**config.mk**
```make
export PLATFORM = sky130hd
export DESIGN_NAME = sp_detect_unit
export DESIGN_NICKNAME = d
export VERILOG_FILES = /design/src/rtl/sp_pkg.sv /design/src/rtl/sp_slot.sv /design/src/rtl/sp_update_seq.sv /design/src/rtl/sp_detect_unit.sv
export SDC_FILE = /design/constraint.sdc
export NUM_CORES = 1
export LEC_CHECK = 0
export BUFFER_PORTS_ARGS = -buffer_cell sky130_fd_sc_hd__buf_4
export CAP_MARGIN = 20
export CORE_AREA = 8 8 238 240
export DETAILED_ROUTE_END_ITERATION = 7
export DIE_AREA = 0 0 246 248
export PLACE_DENSITY_LB_ADDON = 0.1
export SETUP_SLACK_MARGIN = 0.05
export SYNTH_ARGS = -nofsm -noshare
export SYNTH_HDL_FRONTEND = slang
export SYNTH_SLANG_ARGS = --single-unit
```
**constraint.sdc**
```tcl
create_clock -name clk -period 4.65 [get_ports clk]
set_clock_uncertainty 0.15 [all_clocks]
set_input_delay 0.465 -clock clk [delete_from_list [all_inputs] [get_ports clk]]
set_output_delay 0.465 -clock clk [all_outputs]
set_load 0.01 [all_outputs]
```
**src/rtl/sp_pkg.sv**
```systemverilog
package sp_pkg;

    typedef enum logic [2:0] {
        SPM_ABOVE   = 3'd0,
        SPM_BELOW   = 3'd1,
        SPM_EQUAL   = 3'd2,
        SPM_INSIDE  = 3'd3,
        SPM_OUTSIDE = 3'd4,
        SPM_HYST    = 3'd5,
        SPM_OFF_A   = 3'd6,
        SPM_OFF_B   = 3'd7
    } sp_mode_e;

    typedef enum logic {
        FLAG_LOW  = 1'b0,
        FLAG_HIGH = 1'b1
    } flag_state_e;

    typedef enum logic {
        SEQ_IDLE  = 1'b0,
        SEQ_DRAIN = 1'b1
    } seq_state_e;

endpackage

```
**src/rtl/sp_slot.sv**
```systemverilog
module sp_slot
    import sp_pkg::*;
#(
    parameter int DW  = 16,
    parameter int CHW = 4
) (
    input  logic           clk,
    input  logic           rst_n,
    input  logic           clear,
    input  logic           smp_valid,
    input  logic [CHW-1:0] smp_chan,
    input  logic [DW-1:0]  smp_data,
    input  logic [2:0]     cfg_mode,
    input  logic [CHW-1:0] cfg_chan,
    input  logic [DW-1:0]  cfg_lo,
    input  logic [DW-1:0]  cfg_hi,
    output logic           flag_o,
    output logic           rise_o,
    output logic           fall_o
);

    flag_state_e state, state_nx;
    logic        hit;
    logic        gt_lo, lt_lo, lt_hi, gt_hi, eq_lo;
    logic        verdict;

    assign hit   = smp_valid && (smp_chan == cfg_chan) && !clear;
    assign gt_lo = smp_data > cfg_lo;
    assign lt_lo = smp_data < cfg_lo;
    assign lt_hi = smp_data < cfg_hi;
    assign gt_hi = smp_data > cfg_hi;
    assign eq_lo = smp_data == cfg_lo;

    // memoryless verdict for the non-hysteresis modes
    always_comb begin
        verdict = 1'b0;
        unique case (sp_mode_e'(cfg_mode))
            SPM_ABOVE:   verdict = gt_lo;
            SPM_BELOW:   verdict = lt_hi;
            SPM_EQUAL:   verdict = eq_lo;
            SPM_INSIDE:  verdict = !lt_lo && !gt_hi;
            SPM_OUTSIDE: verdict = lt_lo || gt_hi;
            SPM_HYST:    verdict = 1'b0;
            SPM_OFF_A:   verdict = 1'b0;
            SPM_OFF_B:   verdict = 1'b0;
        endcase
    end

    // next-state: assert / deassert / hold
    always_comb begin
        state_nx = state;
        if (hit) begin
            if (sp_mode_e'(cfg_mode) == SPM_HYST) begin
                unique case (state)
                    FLAG_LOW:  if (gt_hi) state_nx = FLAG_HIGH;
                    FLAG_HIGH: if (lt_lo) state_nx = FLAG_LOW;
                endcase
            end else begin
                state_nx = verdict ? FLAG_HIGH : FLAG_LOW;
            end
        end
    end

    // state register; clear returns to FLAG_LOW
    always_ff @(posedge clk) begin
        if (!rst_n || clear) state <= FLAG_LOW;
        else                 state <= state_nx;
    end

    // outputs
    always_comb begin
        flag_o = (state == FLAG_HIGH);
        rise_o = (state == FLAG_LOW)  && (state_nx == FLAG_HIGH);
        fall_o = (state == FLAG_HIGH) && (state_nx == FLAG_LOW);
    end

endmodule

```
**src/rtl/sp_update_seq.sv**
```systemverilog
module sp_update_seq
    import sp_pkg::*;
#(
    parameter int N_SP = 8,
    parameter int OUTW = 16,
    localparam int IDXW = (N_SP > 1) ? $clog2(N_SP) : 1
) (
    input  logic                      clk,
    input  logic                      rst_n,
    input  logic                      clear,
    input  logic [N_SP-1:0]           rise,
    input  logic [N_SP-1:0]           fall,
    input  logic [N_SP-1:0][OUTW-1:0] val_true,
    input  logic [N_SP-1:0][OUTW-1:0] val_false,
    output logic                      upd_valid,
    output logic [OUTW-1:0]           upd_value,
    output logic [IDXW-1:0]           upd_idx
);

    seq_state_e      state, state_nx;
    logic [N_SP-1:0] pend, pend_nx;
    logic [N_SP-1:0] pol, pol_nx;
    logic [IDXW-1:0] sel_idx;
    logic            sel_any;
    logic            emit;

    // lowest pending index wins
    always_comb begin
        sel_idx = '0;
        sel_any = 1'b0;
        for (int i = N_SP - 1; i >= 0; i--) begin
            if (pend[i]) begin
                sel_idx = IDXW'(i);
                sel_any = 1'b1;
            end
        end
    end

    assign emit = (state == SEQ_DRAIN) && sel_any;

    always_comb begin
        pend_nx = pend;
        pol_nx  = pol;
        if (emit) pend_nx[sel_idx] = 1'b0;
        for (int i = 0; i < N_SP; i++) begin
            if (rise[i] || fall[i]) begin
                pend_nx[i] = 1'b1;
                pol_nx[i]  = rise[i];
            end
        end
    end

    // transitions: arm / continue / empty
    always_comb begin
        state_nx = state;
        unique case (state)
            SEQ_IDLE:  if (|(rise | fall)) state_nx = SEQ_DRAIN;
            SEQ_DRAIN: state_nx = (|pend_nx) ? SEQ_DRAIN : SEQ_IDLE;
        endcase
    end

    // state register
    always_ff @(posedge clk) begin
        if (!rst_n || clear) begin
            state <= SEQ_IDLE;
            pend  <= '0;
            pol   <= '0;
        end else begin
            state <= state_nx;
            pend  <= pend_nx;
            pol   <= pol_nx;
        end
    end

    // output register
    always_ff @(posedge clk) begin
        if (!rst_n || clear) begin
            upd_valid <= 1'b0;
            upd_value <= '0;
            upd_idx   <= '0;
        end else begin
            upd_valid <= emit;
            if (emit) begin
                upd_idx   <= sel_idx;
                upd_value <= pol[sel_idx] ? val_true[sel_idx] : val_false[sel_idx];
            end
        end
    end

endmodule

```
**src/rtl/sp_detect_unit.sv**
```systemverilog
module sp_detect_unit
    import sp_pkg::*;
#(
    parameter int N_SP = 8,
    parameter int DW   = 16,
    parameter int CHW  = 4,
    parameter int OUTW = 16,
    localparam int IDXW = (N_SP > 1) ? $clog2(N_SP) : 1
) (
    input  logic                      clk,
    input  logic                      rst_n,
    input  logic                      acq_start,
    input  logic                      smp_valid,
    input  logic [CHW-1:0]            smp_chan,
    input  logic [DW-1:0]             smp_data,
    input  logic [N_SP-1:0][2:0]      cfg_mode,
    input  logic [N_SP-1:0][CHW-1:0]  cfg_chan,
    input  logic [N_SP-1:0][DW-1:0]   cfg_lo,
    input  logic [N_SP-1:0][DW-1:0]   cfg_hi,
    input  logic [N_SP-1:0][OUTW-1:0] cfg_val_true,
    input  logic [N_SP-1:0][OUTW-1:0] cfg_val_false,
    output logic [N_SP-1:0]           det_flags,
    output logic                      upd_valid,
    output logic [OUTW-1:0]           upd_value,
    output logic [IDXW-1:0]           upd_idx
);

    logic [N_SP-1:0] rise, fall;

    for (genvar g = 0; g < N_SP; g++) begin : g_slot
        sp_slot #(
            .DW  (DW),
            .CHW (CHW)
        ) u_slot (
            .clk       (clk),
            .rst_n     (rst_n),
            .clear     (acq_start),
            .smp_valid (smp_valid),
            .smp_chan  (smp_chan),
            .smp_data  (smp_data),
            .cfg_mode  (cfg_mode[g]),
            .cfg_chan  (cfg_chan[g]),
            .cfg_lo    (cfg_lo[g]),
            .cfg_hi    (cfg_hi[g]),
            .flag_o    (det_flags[g]),
            .rise_o    (rise[g]),
            .fall_o    (fall[g])
        );
    end

    sp_update_seq #(
        .N_SP (N_SP),
        .OUTW (OUTW)
    ) u_seq (
        .clk       (clk),
        .rst_n     (rst_n),
        .clear     (acq_start),
        .rise      (rise),
        .fall      (fall),
        .val_true  (cfg_val_true),
        .val_false (cfg_val_false),
        .upd_valid (upd_valid),
        .upd_value (upd_value),
        .upd_idx   (upd_idx)
    );

endmodule

```
* Yosys cells after proc, flatten, opt, wreduce, memory -nomap -nowiden
Cells that the tools add are included.
** Word-level totals
- Bits in registers :: 45
- Input port bits :: 592
- Output and inout bits :: 28
- Word-level logic and storage cells :: 335
** Operators by class
- $lt $le $gt $ge :: 34
- Equality and inequality tests :: 72
- Mux-type cells :: 93
- Bitwise gates (word level) :: 20
- Reductions and logical operators :: 95
** Operators by type and width (count)
- $gt 16x16->1 :: 16
- $lt 16x16->1 :: 16
- $eq 16x16->1 :: 8
- $bmux 16 s3 :: 2
- $eq 3x3->1 const B :: 32
- $mux 1 :: 60
- $eq 3x2->1 const B :: 16
- $mux 16 :: 3
- $pmux 1 s6 :: 8
- $logic_and 1x1->1 :: 42
- $eq 4x4->1 :: 8
- $eq 3x1->1 const B :: 8
- $logic_not 3->1 :: 8
- $mux 3 :: 8
- $reduce_or 3->1 :: 8
- $logic_not 1->1 :: 18
- $pmux 1 s2 :: 9
- $logic_or 1x1->1 :: 17
- $not 1->1 :: 17
- $reduce_or 8->1 :: 2
- $and 8x8->8 :: 1
- $mux 8 :: 1
- $not 8->8 :: 1
- $or 8x8->8 :: 1
- other kinds (4) :: 4

* Depth between registers and ports, before layout
- Word-level depth :: 19
- Mapped depth :: 15

* Hierarchy
Synthesis repeated with hierarchy kept, for this count alone.
** Second synthesis, totals
- Cell total of the unflattened synthesis :: 1669
- Area total of the unflattened synthesis :: 11966.5 um^2
** By module, submodules not included
- sp_slot :: times used 8, cells an instance 141, area each 1042.2 um^2, sequential area each 20.0 um^2
- sp_update_seq :: times used 1, cells an instance 541, area each 3628.5 um^2, sequential area each 740.7 um^2

* Least setup slack after synthesis
OpenSTA, ideal clock, no wires.
- Path kind :: input to register
- Start point :: input port cfg_lo[103] (netlist bit)
- End point :: register u_seq.state
- Data arrival time :: 3175 ps
- Required time :: 4376 ps
- Path slack :: 1201 ps
- Cell stages on the path :: 14
- Buffers on the path :: 0
- Cells stage by stage :: inv_1 > ha_1 > a21oi_1 > o21ai_0 > a221o_1 > or4_4 > a211oi_1 > a31oi_1 > or3b_2 > o211a_1 > ha_1 > nand4_1 > o31ai_1 > a31oi_1
** Between the ends
- Cells in the longest elaborated chain, start to end :: 14
** Ends and longest elaborated chain
- start, declared :: RTL line sp_detect_unit.sv:18 : input logic [N_SP-1:0][DW-1:0] cfg_lo,
- $lt 16x16->1 :: RTL line sp_slot.sv:29 : assign lt_lo = smp_data < cfg_lo;
- $logic_not 1->1 :: RTL line sp_slot.sv:41 : SPM_INSIDE: verdict = !lt_lo && !gt_hi;
- $logic_and 1x1->1 :: RTL line sp_slot.sv:41
- $pmux 1 s6 :: RTL line sp_slot.sv:37 : unique case (sp_mode_e'(cfg_mode))
- $mux 1 :: RTL line sp_slot.sv:59 : state_nx = verdict ? FLAG_HIGH : FLAG_LOW;
- $mux 1 * :: RTL line sp_slot.sv:53 : if (sp_mode_e'(cfg_mode) == SPM_HYST) begin
- $mux 1 * :: RTL line sp_slot.sv:52 : if (hit) begin
- via g_slot[6].u_slot.state_nx :: RTL line sp_slot.sv:22 : flag_state_e state, state_nx;
- $not 1->1 :: RTL line sp_slot.sv:74 : fall_o = (state == FLAG_HIGH) && (state_nx == FLAG_LOW);
- $logic_and 1x1->1 :: RTL line sp_slot.sv:74
- $logic_or 1x1->1 :: RTL line sp_update_seq.sv:46 : if (rise[i] || fall[i]) begin
- $mux 1 :: RTL line sp_update_seq.sv:46
- $reduce_or 8->1 :: RTL line sp_update_seq.sv:58 : SEQ_DRAIN: state_nx = (|pend_nx) ? SEQ_DRAIN : SEQ_IDLE;
- $mux 1 :: RTL line sp_update_seq.sv:58
- $pmux 1 s2 * :: RTL line sp_update_seq.sv:56 : unique case (state)
- end signal, assigned :: RTL line sp_update_seq.sv:69 : state <= state_nx;
- end, declared :: RTL line sp_update_seq.sv:20 : seq_state_e state, state_nx;
Mark *: on every way through the listed nets, which the timed path passes. The rest lies on a longest branch.
A chain may end at the register's enable or synchronous reset.

* Final worst setup path
- Start point :: input port smp_data[15]
- End point :: register u_seq.state
** Between the ends
- Cells in the longest elaborated chain, start to end :: 14
** Ends and longest elaborated chain
- start, declared :: RTL line sp_detect_unit.sv:15 : input logic [DW-1:0] smp_data,
- $lt 16x16->1 or $gt 16x16->1 (tied branches) :: RTL line sp_slot.sv:29, sp_slot.sv:31
- $logic_not 1->1 :: RTL line sp_slot.sv:41
- $logic_and 1x1->1 :: RTL line sp_slot.sv:41
- $pmux 1 s6 :: RTL line sp_slot.sv:37
- $mux 1 :: RTL line sp_slot.sv:59
- $mux 1 * :: RTL line sp_slot.sv:53
- $mux 1 * :: RTL line sp_slot.sv:52
- via g_slot[2].u_slot.state_nx :: RTL line sp_slot.sv:22
- $not 1->1 :: RTL line sp_slot.sv:74
- $logic_and 1x1->1 :: RTL line sp_slot.sv:74
- $logic_or 1x1->1 :: RTL line sp_update_seq.sv:46
- $mux 1 :: RTL line sp_update_seq.sv:46
- $reduce_or 8->1 :: RTL line sp_update_seq.sv:58
- $mux 1 :: RTL line sp_update_seq.sv:58
- $pmux 1 s2 * :: RTL line sp_update_seq.sv:56
Marks and branches as above.

==> metrics.txt <==
outcome=complete, no violations; first-pass GRT wire length=90.4 mm; io pins=620; # setup viols final=0; row cnt=85; Reg power frac=19.4%; max-slew violations=0; Lkg Pwr=0.00914 µW; setup TNS=0 ps; register-to-register setup slack=1600 ps; R2R cell count=7; crit-path max FO=16; vias per cell=around 4.8; syn avg cell area=7.64 µm²; core area=53100 µm²; clock buffer depth=2; Resized cells post-CTS=0; worst reg2reg endpoint=u_seq.upd_value[6]; CTS clk-pin slew, worst paths=70 ps; Residual DRC=0; drt wl/cell=22.7 µm; Net Switching=765 µW; min setup slack post-route=884 ps; post-synthesis cell count=1520; die area=a little over 60000 µm²; yosys warns=0; CTS tree=built; H-tree levels=2; dpl hpwl=54.5 mm; capture point of the worst path=u_seq.state; Clk Tree Root Cell=clkbuf_16; area occupied by multi-input gates=9450 µm²; Final nets=2964; register area share after synthesis=7.76%; number of global-route vias before repair=14400; fill count=5694; starting density of the core=21.9%; Slew Limit Headroom=35.1%; reg2reg start=u_seq.pend[0]; #FFs+latches synth=45; Place WS=about 630 ps; gp weighted congestion=around 0.86; Cell Pwr Density=117 nW/µm²; Tmin final=3770 ps; DR iter-0 viols=roughly 640; synth top area cells=ha_1 28%, inv_1 9.2%, mux2i_1 9.1%; Internal=roughly 1200 µW; CTS Buf Count=5; DIE HEIGHT=248 µm; DRT Pass-1 Iters=7; TritonCTS Sinks=45; ys async rst share=0%; combinational fraction of design power=about three fifths; Cell Area, Synth=approximately 12000 µm²; Syn Nets=approximately 2400; worst hold path class=reg -> reg; Worst EP required=4730 ps; Synth cell types=70; final-report hold violation count=0; gr usage total=19.6%; Worst-Margin Slew=between 900 and 1000 ps; IO Port Bufs=619; die width=around 250 µm; share of cells above drive strength 1=between 30 and 40%; final worst-path cycle share=roughly 81%; crit start category=input pin; Register Area=~900 µm²; remaining antenna violation count=0; Setup crit end kind=flip-flop; WP data arrival=3850 ps; vias=roughly 13000; initial antenna violation count=12; dominant synthesized flop cell=dfxtp_1; final WL=63.8 mm; largest net degree at the start of global routing=57; Max-cap violations=0; RSZ-0062 raised after global routing=false; Congestion Overflow GR=0; post-CTS setup buffer count=0; WS Path Type=in -> reg; Max VDD drop=0.112 mV; achievable clock frequency=266 MHz; # hold bufs at CTS=0; number of flops mapped to enable cells by yosys=0; clk_lat worst skew=300 ps; Yosys top cell area share=between 20% and 30%; Clk pwr share=a little under a fifth; Sw Ratio=38.1%; post-synth top area cell=ha_1; area delta synth->final=48.3%; beginning of the critical path=smp_data[15]
[state kept, by name (all words and copies together), names as in the netlist]
name                  flops
u_seq.upd_idx             3
u_seq.pol                 8
u_seq.upd_valid           1
u_seq.pend                8
u_seq.state               1
g_slot.u_slot.flag_o      8
u_seq.upd_value          16
[cell type report]
class / instances / share of cell area [%]
Antenna cell: 10 / 0.145
Clock buffer: 5 / 0.727
Clock inverter: 3 / 0.145
Inverter: 283 / 6.17
Multi-Input combinational cell: 1142 / 54.9
Sequential cell: 45 / 5.23
Tap cell: 696 / 5.06
Timing Repair Buffer: 631 / 27.7
[critical path: stages]
cell,delay (ps)
buf_4,230
ha_1,360
nand4_1,160
or3_1,400
a21o_1,170
a31oi_1,250
nand2b_1,150
a311oi_1,100
o41ai_1,670
ha_1,400
nand4_1,140
nor2_1,50
o2111a_1,130
a31oi_1,150
[logic make-up after synthesis]
group / Yosys count / share of synthesized area (%)
compound gates: 389 / 23.3
xor+xnor: 30 / 2.26
fa+ha+maj: 264 / 28.5
buf+inv: 333 / 11.3
flops: 45 / 7.76
mux: 140 / 12.4
simple gates: 319 / 14.5
[metal layers]
layer	routed length, µm	part of all wire, %	vias to the layer above	GRT usage (%)
li1	-	-	6751	-
met1	27800	44	6308	24.6
met2	31700	50	364	34.2
met3	2960	4.6	66	3.25
met4	1310	2.1	2	5.28
met5	12	0.019	-	0
[power groups by stage]
stage                     Combinational, µW  Sequential, µW  Clock (µW)
after floorplan                         577             396           0
after global placement                 1210             398           0
after detailed placement               1230             398           0
after CTS                              1240             389         412
after global routing                   1380             389         424
final                                  1230             389         386
[Yosys cell counts, drive strengths merged (8+ instances only)]
cell,count
a211o,17
a21o,55
a21oi,92
a222oi,17
a31oi,11
and2,8
buf,24
clkbuf,26
dfxtp,45
ha,264
inv,283
mux2,34
mux2i,106
nand2,51
nand2b,8
nand3,49
nand4,58
nor2,53
nor2b,23
nor3,20
nor4,14
o211ai,15
o21a,17
o21ai,62
o221ai,17
o22ai,23
or3,11
xnor2,8
xor2,22
[cell usage in the layout (no fill, tap or decap), types with 6 or more instances in the layout]
master      n
a31oi_1    10
a21oi_1    91
nand2_1    49
nor2_1     53
a222oi_1   17
dfxtp_1    45
a211o_1    17
or4_1       6
or3_1      11
o211ai_1   14
a21o_1     55
nor4_1     14
mux2i_1   106
o21ai_1    11
nand2b_1    8
nor3_1     19
nand3_1    49
xor2_1     22
buf_4     629
o31ai_1     7
ha_1      264
mux2_2     34
nor2b_1    20
xnor2_1     8
o21a_1     17
nor3b_1     6
diode_2    10
and2_1      8
o221ai_1   17
o21ai_0    49
inv_1     283
o22ai_1    23
nand4_1    58
a211oi_1    7
[worst min-delay path by stage]
stage / from / end / slack, ps / depth (start not counted)
after floorplan: u_seq.pol[5] / u_seq.pol[5] / 310 / 2
after global placement: u_seq.upd_value[13] / u_seq.upd_value[13] / 300 / 2
after detailed placement: u_seq.upd_idx[0] / u_seq.upd_idx[0] / 300 / 2
after CTS: u_seq.upd_value[5] / u_seq.upd_value[5] / 320 / 2
after global routing: u_seq.upd_idx[1] / u_seq.upd_idx[1] / 340 / 2
final: u_seq.upd_value[5] / u_seq.upd_value[5] / 310 / 2
[stage by stage]
step | instances | power [µW] | hold slack [ps] | utilization [%] | cell area (µm²)
4_1_cts | 2805 | 2040 | 320 | 32.4 | 17200
3_3_place_gp | 2797 | 1610 | 302 | 32.1 | 17000
3_5_place_dp | 2797 | 1630 | 304 | 32.1 | 17000
2_1_floorplan | 1520 | 973 | 308 | - | 11600
6_report | 2815 | 2010 | 312 | 32.4 | 17200
5_1_grt | 2815 | 2190 | 337 | 32.4 | 17200
Note: power is estimated with default switching activity, not from simulation.
